**config.mk**
```make
export PLATFORM = sky130hd
export DESIGN_NAME = cxmul_frac
export DESIGN_NICKNAME = d
export VERILOG_FILES = /design/src/rtl/cxmul_pkg.sv /design/src/rtl/cxmul_conj.sv /design/src/rtl/cxmul_prod.sv /design/src/rtl/cxmul_comb.sv /design/src/rtl/cxmul_frac.sv
export SDC_FILE = /design/constraint.sdc
export NUM_CORES = 2
export LEC_CHECK = 0
export BUFFER_PORTS_ARGS = -buffer_cell sky130_fd_sc_hd__buf_2
export CAP_MARGIN = 20
export CORE_UTILIZATION = 50
export CTS_CLUSTER_DIAMETER = 30
export DETAILED_ROUTE_END_ITERATION = 10
export GPL_ROUTABILITY_DRIVEN = 0
export PLACE_DENSITY = 0.68
export SLEW_MARGIN = 20
export SYNTH_ARGS = -nofsm -noshare
export SYNTH_HDL_FRONTEND = slang
export SYNTH_SLANG_ARGS = --single-unit
```
**constraint.sdc**
```tcl
create_clock -name clk -period 17.7 [get_ports clk]
set_input_delay 0 -clock clk [delete_from_list [all_inputs] [get_ports clk]]
set_output_delay 0 -clock clk [all_outputs]
set_load 0.01 [all_outputs]
```
**src/rtl/cxmul_pkg.sv**
```systemverilog
package cxmul_pkg;
   // number of register stages from capture to output
   localparam int LAT = 4;
   // how a combiner joins its two partial products
   typedef enum logic [0:0] {OP_ADD = 1'b0, OP_SUB = 1'b1} cx_op_e;
endpackage

```
**src/rtl/cxmul_conj.sv**
```systemverilog
// Optional saturating negation of one imaginary part.
module cxmul_conj #(
   parameter int DW = 16
) (
   input  logic signed [DW-1:0] im_i,
   input  logic                 neg_i,
   output logic signed [DW-1:0] im_o
);
   localparam logic signed [DW-1:0] MINV = {1'b1, {(DW-1){1'b0}}};
   localparam logic signed [DW-1:0] MAXV = {1'b0, {(DW-1){1'b1}}};

   always_comb begin
      if (!neg_i)           im_o = im_i;
      else if (im_i == MINV) im_o = MAXV;
      else                  im_o = -im_i;
   end
endmodule

```
**src/rtl/cxmul_prod.sv**
```systemverilog
// Registered signed product of two fractions (raw integer product).
module cxmul_prod #(
   parameter int DW = 16
) (
   input  logic                   clk,
   input  logic                   rst_n,
   input  logic                   en,
   input  logic signed [DW-1:0]   a_i,
   input  logic signed [DW-1:0]   b_i,
   output logic signed [2*DW-1:0] p_o
);
   localparam int PW = 2 * DW;

   logic signed [PW-1:0] prod_c;
   assign prod_c = PW'(a_i) * PW'(b_i);

   always_ff @(posedge clk or negedge rst_n) begin
      if (!rst_n)  p_o <= '0;
      else if (en) p_o <= prod_c;
   end
endmodule

```
**src/rtl/cxmul_comb.sv**
```systemverilog
// Two-stage combiner: add or subtract partial products, then double and clamp.
module cxmul_comb #(
   parameter int               DW = 16,
   parameter cxmul_pkg::cx_op_e OP = cxmul_pkg::OP_ADD
) (
   input  logic                   clk,
   input  logic                   rst_n,
   input  logic                   en_sum,
   input  logic                   en_out,
   input  logic signed [2*DW-1:0] pa_i,
   input  logic signed [2*DW-1:0] pb_i,
   output logic signed [2*DW-1:0] z_o
);
   localparam int PW = 2 * DW;
   localparam int SW = PW + 1;
   localparam logic signed [PW-1:0] MAXO = {1'b0, {(PW-1){1'b1}}};
   localparam logic signed [PW-1:0] MINO = {1'b1, {(PW-1){1'b0}}};

   logic signed [SW-1:0] sum_c, sum_q;
   logic signed [SW:0]   dbl_c;
   logic                 fits_c;
   logic signed [PW-1:0] sat_c;

   generate
      if (OP == cxmul_pkg::OP_SUB) begin : g_sub
         assign sum_c = SW'(pa_i) - SW'(pb_i);
      end else begin : g_add
         assign sum_c = SW'(pa_i) + SW'(pb_i);
      end
   endgenerate

   always_ff @(posedge clk or negedge rst_n) begin
      if (!rst_n)      sum_q <= '0;
      else if (en_sum) sum_q <= sum_c;
   end

   // doubling drops the redundant sign bit of a fractional product
   assign dbl_c  = {sum_q, 1'b0};
   assign fits_c = (dbl_c[SW] == dbl_c[SW-1]) && (dbl_c[SW-1] == dbl_c[PW-1]);

   always_comb begin
      if (fits_c)        sat_c = dbl_c[PW-1:0];
      else if (dbl_c[SW]) sat_c = MINO;
      else               sat_c = MAXO;
   end

   always_ff @(posedge clk or negedge rst_n) begin
      if (!rst_n)      z_o <= '0;
      else if (en_out) z_o <= sat_c;
   end
endmodule

```
**src/rtl/cxmul_frac.sv**
```systemverilog
// Four-stage complex fractional multiplier with per-operand conjugation.
module cxmul_frac #(
   parameter int DW = 16
) (
   input  logic                   clk,
   input  logic                   rst_n,
   input  logic                   in_valid,
   input  logic signed [DW-1:0]   x_re,
   input  logic signed [DW-1:0]   x_im,
   input  logic signed [DW-1:0]   y_re,
   input  logic signed [DW-1:0]   y_im,
   input  logic                   conj_x,
   input  logic                   conj_y,
   output logic                   out_valid,
   output logic signed [2*DW-1:0] z_re,
   output logic signed [2*DW-1:0] z_im
);
   localparam int PW     = 2 * DW;
   localparam int NOPS   = 2;   // operands X and Y
   localparam int NPROD  = 4;   // partial products
   localparam int NCOMP  = 2;   // result components

   generate
      if (DW < 4 || DW > 32) begin : g_bad_dw
         $error("cxmul_frac: DW must lie in 4..32");
      end
      if (cxmul_pkg::LAT != 4) begin : g_bad_lat
         $error("cxmul_frac: datapath is built for four stages");
      end
   endgenerate

   // ---------------- stage 1: conjugate and capture ----------------
   logic signed [DW-1:0] im_in [NOPS];
   logic                 neg_in[NOPS];
   logic signed [DW-1:0] im_cj [NOPS];
   logic signed [DW-1:0] xi_cj, yi_cj;

   always_comb begin
      im_in[0]  = x_im;  neg_in[0] = conj_x;
      im_in[1]  = y_im;  neg_in[1] = conj_y;
   end

   generate
      for (genvar g = 0; g < NOPS; g++) begin : g_conj
         cxmul_conj #(.DW(DW)) u_conj (
            .im_i (im_in[g]),
            .neg_i(neg_in[g]),
            .im_o (im_cj[g])
         );
      end
   endgenerate

   assign xi_cj = im_cj[0];
   assign yi_cj = im_cj[1];

   logic signed [DW-1:0] xr1, xi1, yr1, yi1;
   logic                 v1, v2, v3, v4;

   always_ff @(posedge clk or negedge rst_n) begin
      if (!rst_n) begin
         xr1 <= '0; xi1 <= '0; yr1 <= '0; yi1 <= '0;
      end else if (in_valid) begin
         xr1 <= x_re; xi1 <= xi_cj; yr1 <= y_re; yi1 <= yi_cj;
      end
   end

   // valid flag rides alongside the data
   always_ff @(posedge clk or negedge rst_n) begin
      if (!rst_n) begin
         v1 <= 1'b0; v2 <= 1'b0; v3 <= 1'b0; v4 <= 1'b0;
      end else begin
         v1 <= in_valid; v2 <= v1; v3 <= v2; v4 <= v3;
      end
   end

   // ---------------- stage 2: partial products ----------------
   // index 0: Xr*Yr, 1: Xi*Yi, 2: Xr*Yi, 3: Xi*Yr
   logic signed [DW-1:0] opa[NPROD];
   logic signed [DW-1:0] opb[NPROD];
   logic signed [PW-1:0] pp [NPROD];

   always_comb begin
      opa[0] = xr1; opb[0] = yr1;
      opa[1] = xi1; opb[1] = yi1;
      opa[2] = xr1; opb[2] = yi1;
      opa[3] = xi1; opb[3] = yr1;
   end

   generate
      for (genvar g = 0; g < NPROD; g++) begin : g_prod
         cxmul_prod #(.DW(DW)) u_prod (
            .clk  (clk),
            .rst_n(rst_n),
            .en   (v1),
            .a_i  (opa[g]),
            .b_i  (opb[g]),
            .p_o  (pp[g])
         );
      end
   endgenerate

   // ---------------- stages 3 and 4: combine, double, clamp ----------------
   logic signed [PW-1:0] zc[NCOMP];

   generate
      for (genvar g = 0; g < NCOMP; g++) begin : g_comp
         cxmul_comb #(
            .DW(DW),
            .OP((g == 0) ? cxmul_pkg::OP_SUB : cxmul_pkg::OP_ADD)
         ) u_comb (
            .clk   (clk),
            .rst_n (rst_n),
            .en_sum(v2),
            .en_out(v3),
            .pa_i  (pp[2*g]),
            .pb_i  (pp[2*g+1]),
            .z_o   (zc[g])
         );
      end
   endgenerate

   assign z_re      = zc[0];
   assign z_im      = zc[1];
   assign out_valid = v4;
endmodule

```
==> flow_metrics.tcl <==
set metrics [dict create \
    cp-startpoint "yr1[15]" \
    post-route-drc-count 0 \
    avgViaCountPerCell 5.445 \
    async_flop_share_pct 100.0 \
    regToRegEndpoint "g_prod[3].u_prod.p_o[24]" \
    hold_path.class "primary input to asynchronous set/reset pin" \
    slew_headroom_pct 27.22 \
    vias 40040 \
    yosys_most_used_dff "dfrtp_1" \
    synth_seq_cells 326 \
    synth_warnings 0 \
    io_buffers 133 \
    status "completed" \
    clock_path_buffers 3 \
    initial_utilization_pct 50.39 \
    path_max_fanout 27 \
    required_ps 18230 \
    h-tree-depth 3 \
    setup_viol_count_final 0 \
    die_x_um 333.2 \
    crit_path_end_kind "flip-flop" \
    hold_ws_ps 43.79 \
    ys_seq_area_share_pct 14.87 \
    rows 121 \
    nets 7381 \
    final_cell_mix "1226 x inv_1, 1050 x fa_1, 580 x nand2_1, 490 x and2_1, 394 x ha_1" \
    finalCritPeriodShare_pct 42.98 \
    drive_gt1_share_pct 9.126 \
    synth-edff-count 0 \
    dr.pass1.iters 6 \
    io_pins 134 \
    cp_common_cell "fa_1" \
    path_class "flip-flop to flip-flop" \
    clock_latency_ps 690 \
    syn_nets 7236 \
    fin_util_pct 56.22 \
    clk_pin_slew_worst_paths_ps 50 \
    worst_setup_path_start_kind "flip-flop" \
    seq_area_mm2 0.008187 \
    period_needed_ps 7607 \
    slew_violations 0 \
    crit_slowest_cell "clkinv_1" \
    grt_pass1_wl_mm 235.0 \
    r2r_slack_ps 10090 \
    dp_hpwl_mm 109.8 \
    routed_wl_mm 144.0 \
    die-area_mm2 0.1110 \
    wl_per_cell_um 19.58 \
    die_y_um 333.2 \
    grt_start_max_net_pins 82 \
    first_global_vias 42440 \
    layout_commonest_cell "inv_1" \
    n_fill_cell 9473 \
    worst_slew_pin_slew_ps 1085 \
    track_usage_pct 27.24 \
    postCtsSetupBuffers 0 \
    clkSinkCount 326 \
    ant_nets 0 \
    detailedRoute.firstIterationViolations 2760 \
    r2r_start "yr1[15]" \
    synthCells 5723 \
    critical_path.cell_chain "clkinv_1 > nor2_1 > fa_1 > fa_1 > fa_1 > fa_1 > fa_1 > inv_1 > fa_1 > inv_1 > ha_1 > and3_1 > nand2_1 > o21ai_0 > a21oi_1 > o21ai_0 > a21oi_1 > o2111ai_1 > or3b_2" \
    cp_slowest_stage_delay_ps 940 \
    antenna_found_initial 5 \
    overflow 0 \
    area_growth_pct 11.56 \
    ff2ff_path_depth 19 \
    arrival_ps 8140 \
    max_freq_mhz 131.5 \
    finClkSkew_ps 67.62 \
    tritoncts "done" \
    ys_types 78 \
    cap_violations 0 \
    rsz0062_at_grt "no" \
    cts_root_buf "clkbuf_16" \
    hold_violations 0 \
    cts_inserted_buffers 86 \
    syn_area_per_cell_um2 9.585 \
    multi_input_area_mm2 0.04115 \
    core_area_mm2 0.1089 \
    netlist_area_mm2 0.05485 \
    setup_tns_ps 0 \
]
-- what timing repair did --
action / in CTS / in global routing
endpoints found under the hold margin: 145 / 0
gates resized for setup: 0 / 0
setup endpoints to repair: 0 / 0
hold buffers: 113 / 0
-- cells by family (layout without fill, tap and decap cells) --
logic type / after synthesis / count (layout) / synth area share (%)
AO/OA/AOI/OAI: 665 / 665 / 8.289
XOR/XNOR: 210 / 210 / 3.353
adder cells (fa/ha/maj): 1444 / 1444 / 47.31
buffers and inverters: 1485 / 1701 / 10.16
flip-flops: 326 / 326 / 14.87
multiplexers: 152 / 152 / 3.100
other: 0 / 1 / 0
AND/OR/NAND/NOR: 1441 / 1441 / 12.91
-- area by class of cell --
type | instances | area share [%]
clock inverter | 52 | 1.306
sequential | 326 | 13.38
tap | 1414 | 2.891
antenna | 1 | 0.004089
multi-input combinational | 3912 | 67.23
clock buffer | 107 | 3.842
timing repair buffer | 312 | 3.801
inverter | 1230 | 7.544
-- cell usage after synthesis (all sizes together) (29+ instances only) --
cell	n	share of area, %
mux2	143	2.9
a211oi	36	0.51
nor3	41	0.37
o21ai	131	1.2
nand2	580	4.0
dfrtp	326	15
a21oi	172	1.6
clkbuf	247	1.7
nand3	35	0.32
nor2	169	1.2
inv	1227	8.4
ha	394	9.0
xnor2	154	2.5
a21o	73	1.0
xor2	56	0.89
nand2b	29	0.33
a221o	62	1.1
and2	490	5.6
fa	1050	38
-- worst max-delay path by stage --
stage	end	slack, ps	depth (start not counted)
floorplan	g_prod[0].u_prod.p_o[31]	11260	21
global placement	g_prod[0].u_prod.p_o[31]	10160	20
detailed placement	g_prod[2].u_prod.p_o[31]	10060	20
CTS	g_prod[2].u_prod.p_o[31]	10000	20
global route	g_prod[1].u_prod.p_o[31]	9670	21
finish	g_prod[3].u_prod.p_o[24]	10090	19
-- metrics by stage --
stage | std cells | worst slack [ps] | area, um2
global placement | 7081 | 10160 | 56880
detailed placement | 7081 | 10060 | 56890
global route | 7353 | 9674 | 61190
floorplan | 5723 | 11260 | 54850
finish | 7354 | 10090 | 61200
CTS | 7353 | 9999 | 61190
-- flip-flops by register name, summed over array words and instances (netlist names) --
| name | flops |
|---|---|
| yi1 | 16 |
| v1 | 1 |
| xr1 | 16 |
| out_valid | 1 |
| xi1 | 16 |
| g_comp.u_comb.z_o | 64 |
| g_prod.u_prod.p_o | 128 |
| g_comp.u_comb.sum_q | 66 |
| v2 | 1 |
| v3 | 1 |
| yr1 | 16 |
-- metal layers --
layer	track usage [%]	wire, um	up-vias
li1	-	-	17910
met1	37.22	61480	20450
met2	42.23	64290	1395
met3	5.262	11180	291
met4	11.99	7002	4
met5	0	39	-
-- critical path, delay by kind of cell, from the launching register on --
kind                     cells  cell delay (ps)
adder cells (fa/ha/maj)      7             3230
flip-flops                   1              550
AO/OA/AOI/OAI                5             1500
buffers and inverters        3             1080
AND/OR/NAND/NOR              4             1090
Power is left out: the tool's default activity adds up to more than one toggle a clock period on the data nets, which glitch-free logic cannot reach.
